--- config.mk ---
export PLATFORM = sky130hd
export DESIGN_NAME = gcd_sub_unit
export DESIGN_NICKNAME = d
export VERILOG_FILES = /design/src/rtl/gcd_pkg.sv /design/src/rtl/gcd_operand_lane.sv /design/src/rtl/gcd_datapath.sv /design/src/rtl/gcd_ctrl.sv /design/src/rtl/gcd_sub_unit.sv
export SDC_FILE = /design/constraint.sdc
export NUM_CORES = 1
export LEC_CHECK = 0
export BUFFER_PORTS_ARGS = -buffer_cell sky130_fd_sc_hd__buf_4
export CAP_MARGIN = 20
export CORE_MARGIN = 5
export CORE_UTILIZATION = 40
export DETAILED_ROUTE_END_ITERATION = 10
export PLACE_DENSITY = 0.67
export SETUP_SLACK_MARGIN = 0.02
export SYNTH_ARGS = -nofsm -noshare
export SYNTH_HDL_FRONTEND = slang
export SYNTH_SLANG_ARGS = --single-unit
--- constraint.sdc ---
create_clock -name clk_i -period 2.6 [get_ports clk_i]
set_input_delay 0.52 -clock clk_i [delete_from_list [all_inputs] [get_ports clk_i]]
set_output_delay 0.52 -clock clk_i [all_outputs]
set_load 0.02 [all_outputs]
--- src/rtl/gcd_pkg.sv ---
package gcd_pkg;
  typedef enum logic {
    ST_IDLE = 1'b0,
    ST_STEP = 1'b1
  } gcd_state_e;
endpackage

--- src/rtl/gcd_operand_lane.sv ---
module gcd_operand_lane #(
  parameter int W = 8
) (
  input  logic         clk_i,
  input  logic         rst_ni,
  input  logic [W-1:0] ext_i,
  input  logic [W-1:0] other_i,
  input  logic         sel_i,
  input  logic         ld_i,
  output logic [W-1:0] val_o
);
  logic [W-1:0] diff;
  logic [W-1:0] nxt;

  assign diff = val_o - other_i;
  assign nxt  = sel_i ? diff : ext_i;

  always_ff @(posedge clk_i or negedge rst_ni) begin
    if (!rst_ni)   val_o <= '0;
    else if (ld_i) val_o <= nxt;
  end
endmodule

--- src/rtl/gcd_datapath.sv ---
module gcd_datapath #(
  parameter int W = 8
) (
  input  logic         clk_i,
  input  logic         rst_ni,
  input  logic [W-1:0] opa_i,
  input  logic [W-1:0] opb_i,
  input  logic         sel_a_i,
  input  logic         sel_b_i,
  input  logic         ld_a_i,
  input  logic         ld_b_i,
  input  logic         ld_res_i,
  output logic         a_ne_b_o,
  output logic         a_lt_b_o,
  output logic [W-1:0] a_o,
  output logic [W-1:0] b_o,
  output logic [W-1:0] res_o
);
  localparam int NL = 2;

  logic [NL-1:0][W-1:0] ext;
  logic [NL-1:0][W-1:0] val;
  logic [NL-1:0]        sel;
  logic [NL-1:0]        ld;

  assign ext = {opb_i, opa_i};
  assign sel = {sel_b_i, sel_a_i};
  assign ld  = {ld_b_i, ld_a_i};

  for (genvar g = 0; g < NL; g++) begin : g_lane
    gcd_operand_lane #(.W(W)) u_lane (
      .clk_i   (clk_i),
      .rst_ni  (rst_ni),
      .ext_i   (ext[g]),
      .other_i (val[NL-1-g]),
      .sel_i   (sel[g]),
      .ld_i    (ld[g]),
      .val_o   (val[g])
    );
  end

  assign a_o = val[0];
  assign b_o = val[1];

  // a zero working value stops iteration
  logic any_zero;
  assign any_zero = (a_o == '0) || (b_o == '0);
  assign a_ne_b_o = (a_o != b_o) && !any_zero;
  assign a_lt_b_o = a_o < b_o;

  always_ff @(posedge clk_i or negedge rst_ni) begin
    if (!rst_ni)       res_o <= '0;
    else if (ld_res_i) res_o <= (a_o == '0) ? b_o : a_o;
  end
endmodule

--- src/rtl/gcd_ctrl.sv ---
module gcd_ctrl
  import gcd_pkg::*;
(
  input  logic clk_i,
  input  logic rst_ni,
  input  logic start_i,
  input  logic a_ne_b_i,
  input  logic a_lt_b_i,
  output logic sel_a_o,
  output logic sel_b_o,
  output logic ld_a_o,
  output logic ld_b_o,
  output logic ld_res_o,
  output logic busy_o,
  output logic done_o
);
  gcd_state_e state_q, state_d;

  always_comb begin
    state_d  = state_q;
    sel_a_o  = 1'b0;
    sel_b_o  = 1'b0;
    ld_a_o   = 1'b0;
    ld_b_o   = 1'b0;
    ld_res_o = 1'b0;
    unique case (state_q)
      ST_IDLE: begin
        ld_a_o = start_i;
        ld_b_o = start_i;
        if (start_i) state_d = ST_STEP;
      end
      ST_STEP: begin
        if (a_ne_b_i) begin
          if (a_lt_b_i) begin
            sel_b_o = 1'b1;
            ld_b_o  = 1'b1;
          end else begin
            sel_a_o = 1'b1;
            ld_a_o  = 1'b1;
          end
        end else begin
          ld_res_o = 1'b1;
          state_d  = ST_IDLE;
        end
      end
      default: state_d = ST_IDLE;
    endcase
  end

  always_ff @(posedge clk_i or negedge rst_ni) begin
    if (!rst_ni) begin
      state_q <= ST_IDLE;
      done_o  <= 1'b0;
    end else begin
      state_q <= state_d;
      done_o  <= ld_res_o;
    end
  end

  assign busy_o = (state_q == ST_STEP);
endmodule

--- src/rtl/gcd_sub_unit.sv ---
module gcd_sub_unit #(
  parameter int W = 8
) (
  input  logic         clk_i,
  input  logic         rst_ni,
  input  logic         start_i,
  input  logic [W-1:0] opa_i,
  input  logic [W-1:0] opb_i,
  output logic [W-1:0] gcd_o,
  output logic         done_o
);
  logic sel_a, sel_b, ld_a, ld_b, ld_res;
  logic a_ne_b, a_lt_b, busy;
  logic [W-1:0] a_val, b_val;

  gcd_ctrl u_ctrl (
    .clk_i    (clk_i),
    .rst_ni   (rst_ni),
    .start_i  (start_i),
    .a_ne_b_i (a_ne_b),
    .a_lt_b_i (a_lt_b),
    .sel_a_o  (sel_a),
    .sel_b_o  (sel_b),
    .ld_a_o   (ld_a),
    .ld_b_o   (ld_b),
    .ld_res_o (ld_res),
    .busy_o   (busy),
    .done_o   (done_o)
  );

  gcd_datapath #(.W(W)) u_dp (
    .clk_i    (clk_i),
    .rst_ni   (rst_ni),
    .opa_i    (opa_i),
    .opb_i    (opb_i),
    .sel_a_i  (sel_a),
    .sel_b_i  (sel_b),
    .ld_a_i   (ld_a),
    .ld_b_i   (ld_b),
    .ld_res_i (ld_res),
    .a_ne_b_o (a_ne_b),
    .a_lt_b_o (a_lt_b),
    .a_o      (a_val),
    .b_o      (b_val),
    .res_o    (gcd_o)
  );
endmodule

[Yosys cells after proc, flatten, opt, wreduce, memory -nomap -nowiden]
Index checks and enable logic that the tools add are counted.
Storage, ports and cells
  register bits after elaboration: 26
Operators by class
  add/sub/neg operators: 2
  $lt $le $gt $ge: 1
  equal/unequal tests: 1
  muxes and demuxes: 16
  bitwise gates (word level): 1
  reductions and logical operators: 5
Operators with widths (number)
  $mux W8: 3
  $logic_not A8 Y1: 2
  $sub A8 B8 Y8: 2
  $mux W1: 10
  $lt A8 B8 Y1: 1
  $ne A8 B8 Y1: 1
  $pmux W1 S2: 3
  $logic_and A1 B1 Y1: 1
  $logic_not A1 Y1: 1
  $logic_or A1 B1 Y1: 1
  $not A1 Y1: 1

[Logic depth before layout (Yosys ltp)]
Gate-level depths: netlist (run 1).
  depth after elaboration: 7
  depth in mapped cells: 9
  depth with buffers taken out: 8

[Hierarchy]
A second synthesis (run 1) with hierarchy kept.
Unflattened totals
  cells, all modules: 246
  area, all modules: 2143.3 µm²
By module, submodules not included
  gcd_operand_lane: instances 2, cells an instance 81, area an instance 723.2 µm², seq. area each 200.2 µm²
  gcd_datapath: instances 1, cells an instance 74, area an instance 598.1 µm², seq. area each 200.2 µm²
  gcd_ctrl: instances 1, cells an instance 10, area an instance 98.8 µm², seq. area each 50.0 µm²

[Least setup slack after synthesis (run 1)]
Ideal clock, no wire load.
  path type: register to register
  start point: register u_dp.g_lane[0].u_lane.val_o[0]
  end point: register u_dp.g_lane[0].u_lane.val_o[6]
  setup time: 130 ps
  arrival: 2023 ps
  slack: 447 ps
  cell stages (with the launch flop): 9
  period minus slack after synthesis: 2153 ps
  path through: dfrtp_1 -> inv_1 -> ha_1 -> fa_1 -> nand2b_2 -> a211oi_1 -> mux2_2 -> nor4_1 -> a21oi_1
On the way
  cells in the longest elaborated chain, start to end: 7
  elaborated cells between the ends (all ways): 12
Ends and longest elaborated chain
  from (decl): line gcd_operand_lane.sv:10  | output logic [W-1:0] val_o
  from (signal assigned): line gcd_operand_lane.sv:20  | else if (ld_i) val_o <= nxt;
  branches (longest 7 deep; another with $lt A8 B8 Y1)
Parallel ways; which one is timed is not known.
A chain may end at the register's enable or synchronous reset.

[Worst setup path in the final report (run 1)]
Same ends and word-level chain as after synthesis.

==> results of run 1 <==
[area by class of cell]
class / count / area [µm²]
fillers: 502 / 2500
multi-input cells: 172 / 1190
flip-flops and latches: 26 / 651
repair buffers: 30 / 225
well taps: 67 / 83.8
inverters: 22 / 82.6
clock buffers: 4 / 55.1
[path summary, 6_finish.rpt]
| kind | start | endpoint |
|---|---|---|
| hold / removal | rst_ni | u_dp.res_o[2] |
| setup reg to reg | u_dp.g_lane[0].u_lane.val_o[0] | u_dp.g_lane[0].u_lane.val_o[6] |
| hold reg to reg | u_dp.res_o[2] | u_dp.res_o[2] |
| setup / recovery | u_dp.g_lane[0].u_lane.val_o[0] | u_dp.g_lane[0].u_lane.val_o[6] |
| max in group asynchronous | rst_ni | u_dp.g_lane[0].u_lane.val_o[7] |
| min in group clk_i | opa_i[1] | u_dp.g_lane[0].u_lane.val_o[1] |
[state kept, by name (all words and copies together), names as in the netlist]
signal	cells
u_dp.g_lane.u_lane.val_o	16
u_ctrl.done_o	1
u_ctrl.busy_o	1
u_dp.res_o	8
[per-layer routing]
layer | up-vias | GRT usage [%] | wire length [µm]
li1 | 867 | - | -
met1 | 818 | 22.5 | 2290
met2 | 35 | 27.4 | 2430
met3 | 4 | 1.46 | 187
met4 | 0 | 5.57 | 56
met5 | - | 0 | 0
[cells by family (layout without fill, tap and decap cells)]
group / Yosys count / in the layout / synth area share [%]
multiplexers: 6 / 6 / 3.09
AND/OR/NAND/NOR: 71 / 71 / 18.7
buffers and inverters: 33 / 56 / 7.44
flip-flops: 26 / 26 / 32.8
adder cells (fa/ha/maj): 17 / 17 / 11.5
AO/OA/AOI/OAI: 72 / 72 / 23.9
XOR/XNOR: 6 / 6 / 2.65
[per-stage QoR]
step	utilization [%]	area, µm²	cells
finish	47.8	2290	321
global route	47.8	2290	321
CTS	47.8	2290	321
detailed placement	46.6	2230	317
global placement	46.6	2230	317
floorplan	-	1990	231
[what timing repair did]
action,4_1_cts,5_1_grt
gates resized for setup,0,1
setup endpoints to repair,0,5
setup buffers,0,0
hold endpoints to repair,0,0
[layout by cell type, fill, tap and decap left out, types with 2 or more instances in the layout]
cell | synthesis | layout
a21oi_1 | 32 | 32
nand2b_1 | 4 | 3
a211o_1 | 2 | 2
ha_1 | 15 | 15
fa_1 | 2 | 2
nand2_1 | 19 | 19
a21oi_2 | 2 | 2
clkbuf_8 | 0 | 4
nor3_1 | 7 | 7
inv_1 | 21 | 21
and4_4 | 2 | 2
a211oi_1 | 5 | 5
o21a_1 | 2 | 2
o221ai_1 | 4 | 4
o41ai_1 | 2 | 2
nor4_1 | 7 | 7
mux2i_1 | 5 | 5
nand2b_2 | 2 | 3
dfrtp_1 | 26 | 26
nand3b_1 | 2 | 2
xor2_1 | 2 | 2
a221o_1 | 2 | 2
nor2_1 | 19 | 19
o21ai_0 | 12 | 12
buf_4 | 1 | 30
xnor2_1 | 4 | 4
o21ai_1 | 2 | 2
==> impl_results.md, run 1 <==
* Status: finished clean
* Top-Level Pins at 28
* Crit path required time at 2.75 ns
* # clock sinks at 26
* Least-Margin Pin Slew at 0.392 ns
* Async S/R FF share, synth at 100%
* Post-layout net count at 291
* Drt first pass iters at 4
* Global-route wire length before repair at 8.37 mm
* Post-synth top area share at 32.8%
* Vias/cell at 5.37
* Final HPWL DP at 4.05 mm
* Htree depth at 1
* CORE AREA at 4790 µm²
* CP max FO at 4
* Setup crit end kind: flop
* Fmax at 409 MHz
* Top Family by Delay on Critical Path: adder cells
* Vias in the first global route at 1719
* Port bufs at 27
* Register area share after synthesis at 32.8%
* CP Data Arrival Time at 2.59 ns
* Largest net degree at the start of global routing at 28
* Clock Latency Late Sink at 0.27 ns
* EDFF count, synth at 0
* Die area at 6470 µm²
* Post-synth top cells: a21oi_1, dfrtp_1, inv_1, nand2_1, nor2_1
* Share of layout cells above drive strength 1 at 19.3%
* Worst-path clk slew at 0.09 ns
* Distinct cells, synth at 47
* Critical path class: flop to flop
* Routed wire per std cell at 15.5 µm
* Ant diodes at 0
* Flop2flop setup slack at 0.16 ns
* Synth-to-layout area growth at 15.3%
* Max clock buf depth at 2
* CP Cell Sequence: inv_1 -> ha_1 -> fa_1 -> nand2b_2 -> a211oi_1 -> mux2_2 -> nor4_1 -> a21oi_1
* Std cell rows at 25
* Initial Util at 41.5%
* Fin crit period at 2.44 ns
* CTS Hold Bufs at 0
* Vias at 1724
* Cell count along the critical path at 8
* CP peak stage delay at 0.41 ns
* Period utilization at 94.0%
* Num CTS Buffers at 3
* Avg Inst Size Synth at 8.60 µm²
* Fin. Hold Viols at 0
* Max-cap viol count at 0
* Worst min path class: primary input to asynchronous set/reset pin
* RD Place Congestion at 0.928
* CP max stage cell: fa_1
* Die Y at 80.5 µm
* Gr ovfl total at 0
* Final ANT Viol Nets at 0
* DRT Wirelength at 4.96 mm
* Mapped Nets at 267
* Crit path buffers/inverters at 1
* Crit start category: flop
* Clk root buf: clkbuf_8
* Final setup TNS at 0 ns
* Final hold slack at 0.145 ns
* Worst Skew at 0.00510 ns
* Die Wd at 80.5 µm
* Final setup vio count at 0
* Synth Warn # at 0
* Number of synthesized register bits at 26
* Pre-CTS setup slack at 0.153 ns
* Dominant cell by count in the synthesized netlist: a21oi_1
* Initial antenna violation count at 0
* Mapped Cells at 231
* Remaining DRCs at 0
* RSZ-0062 raised after global routing: no
* Total GRT Usage at 16.5%
* Top cells by area, synth: dfrtp_1, ha_1, a21oi_1, inv_1, nand2_1
* TritonCTS clock tree: built
* Leading area contributor after synthesis: dfrtp_1
* Max_slew headroom at 73.8%
* Post-synth top flop: dfrtp_1
* DRT iter0 DRCs at 64
* Final WS setup at 0.157 ns
* Cell Area, Synth at 1990 µm²
* Max-slew violations at 0
* R2R cell count at 8
Power of run 1 is not shown: default switching activity piles up to over one toggle a cycle in this logic, so the estimate is an artifact.
==> inputs of run 2 (changes only) <==
- ABC_CLOCK_PERIOD_IN_PS: default -> 2600
- CTS_BUF_LIST: default -> sky130_fd_sc_hd__clkbuf_16
==> run 2 against run 1 <==
- final cell count stayed put
- core utilization is 0.50 points higher
- worst hold slack improved by 0.021 ns
- die area unchanged
- cell area up 1.0%
- via count about the same
- register-to-register slack about the same
- setup slack better by 0.0012 ns
- critical path type unchanged
==> impl_results.md, run 2 (synthesis results as in run 1) <==
* Final core utilization at 48.3%
* Max clock buf depth at 2
* Setup Buffers After CTS at 0
* Biggest regs: u_dp.g_lane.u_lane.val_o x16, u_dp.res_o x8
* Clk root buf: clkbuf_16
* Vias in the first global route at 1730
* Max-slew violations at 0
* Fmax at 410 MHz
* Least-Margin Pin Slew at 0.386 ns
* Status: finished clean
* Crit start category: flop
* RSZ-0062 raised after global routing: no
* Htree depth at 1
* CP max FO at 4
* Critical path class: flop to flop
* Worst min path class: primary input to asynchronous set/reset pin
* Critical Path Source: u_dp.g_lane[0].u_lane.val_o[0]
* Port bufs at 27
* Die area at 6470 µm²
* Num CTS Buffers at 3
* Drt first pass iters at 4
* Final HPWL DP at 4.05 mm
* DRT iter0 DRCs at 86
* Die Y at 80.5 µm
* Final setup TNS at 0 ns
* Ant diodes at 0
* Final ANT Viol Nets at 0
* Largest net degree at the start of global routing at 28
* # clock sinks at 26
* Share of layout cells above drive strength 1 at 18.9%
* Initial antenna violation count at 0
* RD Place Congestion at 0.928
* Top-Level Pins at 28
* Commonest non-fill, non-tap cells in the layout: a21oi_1, buf_4, dfrtp_1
* Period utilization at 93.9%
* Max_slew headroom at 74.2%
* Worst-path clk slew at 0.07 ns
* Largest Register: u_dp.g_lane.u_lane.val_o
* Global-route wire length before repair at 8.46 mm
* Vias/cell at 5.37
* Max reg flops at 16
* Most common cell after layout, fill and taps aside: a21oi_1
* Final setup vio count at 0
* DRT Wirelength at 5.03 mm
* Fin crit period at 2.44 ns
* Initial Util at 41.5%
* Die Wd at 80.5 µm
* Synth-to-layout area growth at 16.5%
* CP Data Arrival Time at 2.57 ns
* Total GRT Usage at 16.6%
* Remaining DRCs at 0
* Reg2reg start: u_dp.g_lane[0].u_lane.val_o[0]
* Max-cap viol count at 0
* Vias at 1725
* Std cell rows at 25
* Placed Instances at 317
* Post-layout net count at 291
* Clock Latency Late Sink at 0.26 ns
* Final hold slack at 0.166 ns
* Routed wire per std cell at 15.7 µm
* Layout Cells excl Fill at 321
* CORE AREA at 4790 µm²
* Fin. Hold Viols at 0
* Setup crit end kind: flop
* Crit path required time at 2.73 ns
* Worst Skew at 0.00531 ns
* Gr ovfl total at 0
* FILL cells at 504
* TritonCTS clock tree: built
[run 2: changes by cell type in the layout (fill, tap and decap cells not counted), sizes merged]
| cell | change |
|---|---|
| clkbuf | -1 |
| clkinv | +1 |
[run 2: stage by stage]
| stage | worst slack [ns] | cell area, µm² |
|---|---|---|
| finish | 0.158 | 2310 |
| CTS | 0.125 | 2310 |
| global route | 0.0657 | 2310 |
| detailed placement | 0.153 | 2230 |
| floorplan | 0.447 | 1990 |
| global placement | 0.266 | 2230 |
[run 2: layer usage]
metal	share of wire [%]	GRT usage (%)	vias to the layer above	wire (µm)
met4	1.0	5.57	0	51
li1	-	-	866	-
met2	50	27.6	36	2500
met5	0	0	-	0
met3	3.6	1.12	4	180
met1	46	22.8	819	2310
[run 2: worst max-delay path: stages, from the launching register on]
cell      delay [ns]
dfrtp_1         0.39
inv_1           0.08
ha_1            0.23
fa_1            0.41
nand2b_2        0.22
a211oi_1        0.26
mux2_2          0.37
nor4_1          0.28
a21oi_1         0.07
[run 2: layout make-up]
| type | count | area (µm²) | area share [%] |
|---|---|---|---|
| inverters | 22 | 82.6 | 3.57 |
| clock inverters | 1 | 3.75 | 0.162 |
| well taps | 67 | 83.8 | 3.62 |
| multi-input cells | 172 | 1190 | 51.5 |
| repair buffers | 30 | 225 | 9.73 |
| flip-flops and latches | 26 | 651 | 28.1 |
| clock buffers | 3 | 75.1 | 3.24 |
[run 2: final timing paths]
check / cells after the start / slack, ns / end
max in group asynchronous: 1 / 2.17 / u_dp.g_lane[0].u_lane.val_o[4]
worst max-delay path: 8 / 0.16 / u_dp.g_lane[0].u_lane.val_o[6]
worst max register to register: 8 / 0.16 / u_dp.g_lane[0].u_lane.val_o[6]
worst min register to register: 2 / 0.48 / u_dp.res_o[2]
worst min-delay path: 1 / 0.17 / u_dp.res_o[2]
min in group clk_i: 2 / 0.48 / u_dp.res_o[2]
[run 2: what timing repair did]
action / CTS / global route
gates resized for setup: 0 / 1
hold buffers: 0 / 0
endpoints found under the setup margin: 0 / 5
Power of run 2 is left out for the same reason.
